File: src/rtl/tmr_pkg.sv
package tmr_pkg;
  localparam int TMR_CNT_W  = 16;
  localparam int TMR_PS_W   = 8;
  localparam int TMR_SLOWDV = 16;

  typedef enum logic [1:0] {
    SRC_CASCADE = 2'd0,
    SRC_SYS     = 2'd1,
    SRC_SLOW    = 2'd2,
    SRC_NONE    = 2'd3
  } clk_src_e;

  // Counter value after a tick: restart on a match in restart mode.
  function automatic logic [TMR_CNT_W-1:0] next_count(
    input logic [TMR_CNT_W-1:0] cur,
    input logic                 hit,
    input logic                 restart
  );
    if (hit && restart) return '0;
    return cur + 1'b1;
  endfunction
endpackage

File: src/rtl/tmr_prescale.sv
module tmr_prescale #(
  parameter int   PS_W     = tmr_pkg::TMR_PS_W,
  parameter int   SLOW_DIV = tmr_pkg::TMR_SLOWDV,
  parameter logic CASC_OK  = 1'b1
) (
  input  logic            clk,
  input  logic            rst_n,
  input  logic            clr,
  input  logic            run,
  input  logic [1:0]      sel,
  input  logic [PS_W-1:0] psr,
  input  logic [PS_W-1:0] sps,
  input  logic            casc_in,
  output logic            tick
);
  import tmr_pkg::*;
  localparam int SLOW_W = $clog2(SLOW_DIV);

  logic [SLOW_W-1:0] slow_q;
  logic [PS_W-1:0]   p1_q, p2_q;
  logic              slow_wrap, base_en, p1_en;

  assign slow_wrap = (slow_q == SLOW_W'(SLOW_DIV - 1));

  always_comb begin
    case (clk_src_e'(sel))
      SRC_SYS:     base_en = run;
      SRC_SLOW:    base_en = run & slow_wrap;
      SRC_CASCADE: base_en = run & CASC_OK & casc_in;
      default:     base_en = 1'b0;
    endcase
  end

  assign p1_en = base_en & (p1_q >= psr);
  assign tick  = p1_en & (p2_q >= sps);

  always_ff @(posedge clk or negedge rst_n) begin
    if (!rst_n) begin
      slow_q <= '0;
      p1_q   <= '0;
      p2_q   <= '0;
    end else if (clr) begin
      slow_q <= '0;
      p1_q   <= '0;
      p2_q   <= '0;
    end else begin
      if (run)     slow_q <= slow_wrap ? '0 : slow_q + 1'b1;
      if (base_en) p1_q   <= p1_en ? '0 : p1_q + 1'b1;
      if (p1_en)   p2_q   <= tick ? '0 : p2_q + 1'b1;
    end
  end

  assert_phase_kept_R9: assert property (@(posedge clk) disable iff (!rst_n)
    (!run && !clr) |=> ($stable(p1_q) && $stable(p2_q) && $stable(slow_q)));

  assert_phase_cleared_R10: assert property (@(posedge clk) disable iff (!rst_n)
    clr |=> (p1_q == '0 && p2_q == '0 && slow_q == '0));
endmodule

File: src/rtl/tmr_count.sv
module tmr_count #(
  parameter int CNT_W = tmr_pkg::TMR_CNT_W
) (
  input  logic             clk,
  input  logic             rst_n,
  input  logic             held,
  input  logic             tick,
  input  logic             restart,
  input  logic [CNT_W-1:0] ref_val,
  input  logic             cnt_wr,
  input  logic [CNT_W-1:0] cnt_wdata,
  input  logic             evt_clr,
  output logic [CNT_W-1:0] cnt,
  output logic             evt_ref,
  output logic             match
);
  import tmr_pkg::*;

  assign match = tick & (cnt == ref_val);

  always_ff @(posedge clk or negedge rst_n) begin
    if (!rst_n) begin
      cnt     <= '0;
      evt_ref <= 1'b0;
    end else if (held) begin
      cnt     <= '0;
      evt_ref <= 1'b0;
    end else begin
      if (cnt_wr)    cnt <= cnt_wdata;
      else if (tick) cnt <= next_count(cnt, match, restart);
      if (match)        evt_ref <= 1'b1;
      else if (evt_clr) evt_ref <= 1'b0;
    end
  end

  assert_count_frozen_R9: assert property (@(posedge clk) disable iff (!rst_n)
    (!held && !tick && !cnt_wr) |=> $stable(cnt));

  assert_held_zero_R10: assert property (@(posedge clk) disable iff (!rst_n)
    held |=> (cnt == '0 && !evt_ref));

  assert_match_flags_R5: assert property (@(posedge clk) disable iff (!rst_n)
    (match && !held) |=> evt_ref);

  assert_restart_zero_R5: assert property (@(posedge clk) disable iff (!rst_n)
    (match && restart && !held && !cnt_wr) |=> (cnt == '0));

  assert_event_sticky_R7: assert property (@(posedge clk) disable iff (!rst_n)
    (evt_ref && !held && !evt_clr) |=> evt_ref);
endmodule

File: src/rtl/tmr_pair.sv
module tmr_pair #(
  parameter int CNT_W    = tmr_pkg::TMR_CNT_W,
  parameter int PS_W     = tmr_pkg::TMR_PS_W,
  parameter int SLOW_DIV = tmr_pkg::TMR_SLOWDV
) (
  input  logic             clk,
  input  logic             rst_n,
  input  logic             bus_wr,
  input  logic [3:0]       bus_addr,
  input  logic [CNT_W-1:0] bus_wdata,
  output logic [CNT_W-1:0] bus_rdata,
  output logic [1:0]       irq
);
  localparam int NTMR      = 2;
  localparam int CFG_W     = 8;
  localparam int CFG_STEP  = CFG_W / NTMR;
  localparam int SPS_LSB   = CNT_W - PS_W;
  localparam logic [2:0] A_CFG = 3'd0, A_MODE = 3'd1, A_REF = 3'd2,
                         A_CNT = 3'd3, A_EVT = 3'd4, A_PSR = 3'd5;

  logic [CFG_W-1:0] cfg_q;
  logic [CNT_W-1:0] mode_q [NTMR];
  logic [CNT_W-1:0] ref_q  [NTMR];
  logic [PS_W-1:0]  psr_q  [NTMR];
  logic [CNT_W-1:0] cnt    [NTMR];
  logic [NTMR-1:0]  evt_ref, match, tick, held, run;

  logic       sel_t;
  logic [2:0] reg_a;
  assign sel_t = bus_addr[3];
  assign reg_a = bus_addr[2:0];

  always_ff @(posedge clk or negedge rst_n) begin
    if (!rst_n) cfg_q <= '0;
    else if (bus_wr && !sel_t && reg_a == A_CFG) cfg_q <= bus_wdata[CFG_W-1:0];
  end

  for (genvar t = 0; t < NTMR; t++) begin : g_tmr
    logic sel_me;
    assign sel_me  = bus_wr && (sel_t == t[0]);
    assign held[t] = ~cfg_q[t*CFG_STEP];
    assign run[t]  = ~held[t] & ~cfg_q[t*CFG_STEP + 1];

    always_ff @(posedge clk or negedge rst_n) begin
      if (!rst_n) begin
        mode_q[t] <= '0;
        ref_q[t]  <= '0;
        psr_q[t]  <= '0;
      end else if (sel_me) begin
        if (reg_a == A_MODE) mode_q[t] <= bus_wdata;
        if (reg_a == A_REF)  ref_q[t]  <= bus_wdata;
        if (reg_a == A_PSR)  psr_q[t]  <= bus_wdata[PS_W-1:0];
      end
    end

    tmr_prescale #(
      .PS_W(PS_W), .SLOW_DIV(SLOW_DIV), .CASC_OK(t != 0)
    ) u_ps (
      .clk(clk), .rst_n(rst_n), .clr(held[t]), .run(run[t]),
      .sel(mode_q[t][2:1]), .psr(psr_q[t]),
      .sps(mode_q[t][SPS_LSB +: PS_W]),
      .casc_in((t == 0) ? 1'b0 : match[0]),
      .tick(tick[t])
    );

    tmr_count #(.CNT_W(CNT_W)) u_cnt (
      .clk(clk), .rst_n(rst_n), .held(held[t]), .tick(tick[t]),
      .restart(mode_q[t][3]), .ref_val(ref_q[t]),
      .cnt_wr(sel_me && reg_a == A_CNT), .cnt_wdata(bus_wdata),
      .evt_clr(sel_me && reg_a == A_EVT && bus_wdata[1]),
      .cnt(cnt[t]), .evt_ref(evt_ref[t]), .match(match[t])
    );

    assign irq[t] = evt_ref[t] & mode_q[t][4];
  end

  always_comb begin
    case (reg_a)
      A_CFG:   bus_rdata = sel_t ? '0 : CNT_W'(cfg_q);
      A_MODE:  bus_rdata = mode_q[sel_t];
      A_REF:   bus_rdata = ref_q[sel_t];
      A_CNT:   bus_rdata = cnt[sel_t];
      A_EVT:   bus_rdata = CNT_W'({evt_ref[sel_t], 1'b0});
      A_PSR:   bus_rdata = CNT_W'(psr_q[sel_t]);
      default: bus_rdata = '0;
    endcase
  end

  assert_cascade_step_R11: assert property (@(posedge clk) disable iff (!rst_n)
    (mode_q[1][2:1] == 2'd0 && mode_q[1][SPS_LSB +: PS_W] == '0 && psr_q[1] == '0
     && run[1]) |-> (tick[1] == match[0]));

  assert_stopped_no_tick_R2: assert property (@(posedge clk) disable iff (!rst_n)
    (!run[0] || !run[1]) |-> ($countones(tick & ~run) == 0));
endmodule

File: config.mk
export PLATFORM = sky130hd
export DESIGN_NAME = tmr_pair
export DESIGN_NICKNAME = d
export VERILOG_FILES = /design/src/rtl/tmr_pkg.sv /design/src/rtl/tmr_prescale.sv /design/src/rtl/tmr_count.sv /design/src/rtl/tmr_pair.sv
export SDC_FILE = /design/constraint.sdc
export NUM_CORES = 1
export LEC_CHECK = 0
export ABC_AREA = 0
export BUFFER_PORTS_ARGS = -buffer_cell sky130_fd_sc_hd__buf_2
export CAP_MARGIN = 0
export CORE_MARGIN = 2
export CORE_UTILIZATION = 45
export CTS_CLUSTER_DIAMETER = 120
export DETAILED_ROUTE_END_ITERATION = 10
export GPL_TIMING_DRIVEN = 0
export HOLD_SLACK_MARGIN = 0.03
export PLACE_DENSITY = 0.68
export SLEW_MARGIN = 30
export SYNTH_ARGS = -nofsm -noshare
export SYNTH_HDL_FRONTEND = slang
export SYNTH_HIERARCHICAL = 1
export SYNTH_SLANG_ARGS = --single-unit
File: constraint.sdc
create_clock -name clk -period 6.25 [get_ports clk]
set_input_delay 0.3125 -clock clk [delete_from_list [all_inputs] [get_ports clk]]
set_output_delay 0.3125 -clock clk [all_outputs]
set_load 0.03 [all_outputs]
==> results.yml <==
yosys:
  syn_area_um2: 10300
  yosysWarnings: 6
  synth_area_per_cell_um2: 10.07
  syn_nets: 1088
  synth_cells: 1023
critical_path:
  path_cells: "ha_1, and3_1, o21ai_1, a31o_2, and2_2, nor3_4, inv_1, a2111oi_4, and2_2, nor2_1, o32a_1, buf_6, a211oi_4, inv_1, a2111oi_4, a311oi_4, buf_6, a222oi_1, inv_1"
  critPathRequiredTime_ps: 6550
  crit_path_end_kind: "flop"
  critical_path.startpoint_type: "flop"
  path_buf_inv: 5
  cp.arrival_ps: 6040
  crit_type: "flop to flop"
  slowest_stage: "a2111oi_4"
  cp_common_cell: "inv_1"
  rrSetupSlack_ps: 520
  worstPathMaxFanout: 10
  cpLargestDelayFamily: "compound AO/OA/AOI/OAI gates"
  cpPeakStageDelay_ps: 510
timing:
  slew_viol_final: 0
  max_slew_margin_pct: 46.67
  fmax_ghz: 0.1744
  clock_skew_ps: 7.893
  grt_setup_unrepaired: "false"
  worst_pin_slew_ps: 797.0
  finalHoldViolations: 0
  setup_violations: 0
  min_period_ps: 5734
  fin_crit_sh_pct: 91.75
  setup_tns_ps: 0
place:
  detailed_place_hpwl_um: 21240
  place_area_um2: 10920
  gp_congestion: 0.9363
  port_buffers: 39
cts:
  cts_tree: "built"
  worstSkewPairLatency_ps: 420
  htreeDepth: 4
  cts_buffers: 17
  clk_pin_slew_ps: 60
  cts-root-buf: "clkbuf_16"
  cts_buffer_depth: 2
  cts_sinks: 162
final_layout:
  drive_gt1_share_pct: 21.88
  fillers: 2048
  design_area_um2: 11540
  diodes: 0
  layout.nets: 1149
  area_delta_synth_final_pct: 12.01
  multiInputGateArea_um2: 5714
  regArea_um2: 4054
routing:
  met1_length_um: 13420
  met2_length_um: 12730
  vias: 8492
  drtAntennaViolNets: 0
  met3_length_um: 2147
  wl_um: 29080
  vias_per_cell: 6.145
  top_layer: "met4"
  post_drt_wl_per_cell_um: 21.04
  drt-pass1-iter-count: 6
  drt_iter0_drc: 812
  drcViolationCount: 0
power_and_ir_drop:
  ir_worst_vdd_uv: 154.0
  p_int_mw: 2.144
  pwr-share-comb_pct: 21.8
  p_sw_share_pct: 31.11
  p_per_area_nw_per_um2: 269.8
  p_switching_mw: 0.9683
  leakagePower_nw: 4.885
  clkPwrFrac_pct: 34.6
  seq_power_share_pct: 43.5
die:
  die_x_um: 155.3
  row_count: 55
  dieArea_um2: 24120
  die-height_um: 155.3
  start_util_pct: 45.63
  ioPinCount: 41
  core_area_um2: 22570
hold_path:
  hp-class: "primary input to flop"
global_route:
  antenna_found_initial: 0
  grtUsageTotal_pct: 24.68
  overflow: 0
  grt_max_degree: 74
  grt_pass1_wl_um: 45870
  grt_pass1_vias: 8161
outcome:
  status: "finished, final reports clean"
run:
  max-cap-violations: 0
[power by group through the flow]
stage | Combinational [mW] | Sequential, mW | Clock, mW
after detailed placement | 0.667 | 1.37 | 0
after global routing | 0.746 | 1.37 | 1.14
after floorplan | 0.494 | 1.30 | 0
final | 0.679 | 1.35 | 1.08
after CTS | 0.674 | 1.35 | 1.09
after global placement | 0.647 | 1.37 | 0
[repair_timing]
item	CTS	global route
hold buffers	1	0
setup endpoints to repair	0	7
gates resized for setup	0	1
hold endpoints to repair	30	0
setup buffers	0	0
[worst reg2reg max path, cell delays in order (launching register included)]
cell and delay, ps:
dfrtp_1 440, ha_1 320, and3_1 150, o21ai_1 60, a31o_2 330, and2_2 270, nor3_4 430, inv_1 210
a2111oi_4 510, and2_2 310, nor2_1 80, o32a_1 300, buf_6 150, a211oi_4 500, inv_1 230, a2111oi_4 510
a311oi_4 260, buf_6 210, a222oi_1 270, inv_1 80
[cell type report]
class | instances | area share [%]
clock inverter | 10 | 1.150
inverter | 75 | 2.440
buffer | 44 | 2.288
clock buffer | 22 | 4.023
multi-input combinational | 742 | 49.53
tap | 285 | 3.091
timing repair buffer | 42 | 2.342
sequential | 162 | 35.14
[cells in the final DEF (no fill, tap or decap), types with 9 or more instances in the layout]
cell / instances
a2111o_1: 9
a21oi_1: 45
a22oi_1: 11
a31oi_1: 21
and3_1: 9
buf_2: 59
clkbuf_1: 13
clkbuf_16: 17
dfrtp_1: 162
ha_1: 42
inv_1: 72
mux2_2: 78
mux2_4: 10
mux2i_1: 60
nand2_1: 62
nand2b_1: 10
nand3_1: 40
nand4_1: 15
nor2_1: 57
nor3_1: 18
o211ai_1: 11
o21ai_0: 24
o21ai_1: 19
o22ai_1: 9
xnor2_1: 28
xor2_1: 9
[metrics by stage]
stage	setup slack (ps)	hold slack [ps]	cells	total power, mW	utilization [%]
after detailed placement	371.4	193.1	1349	2.038	48.36
final	515.6	209.3	1382	3.112	51.11
after floorplan	1258	16.91	1023	1.799	-
after CTS	349.9	193.9	1382	3.120	51.05
after global routing	148.5	206.2	1382	3.256	51.11
after global placement	401.6	487.3	1347	2.012	48.08
[layer usage]
layer / up-vias / global-route usage (%)
li1: 3900 / -
met1: 4191 / 35.64
met3: 63 / 5.738
met2: 338 / 36.95
met5: - / 0
met4: 0 / 7.514
[sequential cells by signal, summed over array words and instances (netlist names)]
| register | flops |
|---|---|
| ref_q | 32 |
| g_tmr.u_cnt/cnt | 32 |
| cfg_q | 8 |
| g_tmr.u_ps/p2_q | 16 |
| psr_q | 16 |
| g_tmr.u_cnt/evt_ref | 2 |
| g_tmr.u_ps/p1_q | 16 |
| mode_q | 32 |
| g_tmr.u_ps/slow_q | 8 |
[worst paths after layout]
path	startpoint	to	depth (start not counted)
hold / removal	bus_wdata[12]	g_tmr[1].u_cnt/cnt[12]	3
setup / recovery	g_tmr[0].u_ps/p1_q[2]	g_tmr[1].u_cnt/cnt[1]	19
max in group asynchronous	rst_n	mode_q[27]	4
setup reg to reg	g_tmr[0].u_ps/p1_q[2]	g_tmr[1].u_cnt/cnt[1]	19
min in group asynchronous	rst_n	g_tmr[0].u_ps/slow_q[0]	2
hold reg to reg	cfg_q[3]	cfg_q[3]	1
Power figures use the tool's default switching activity.
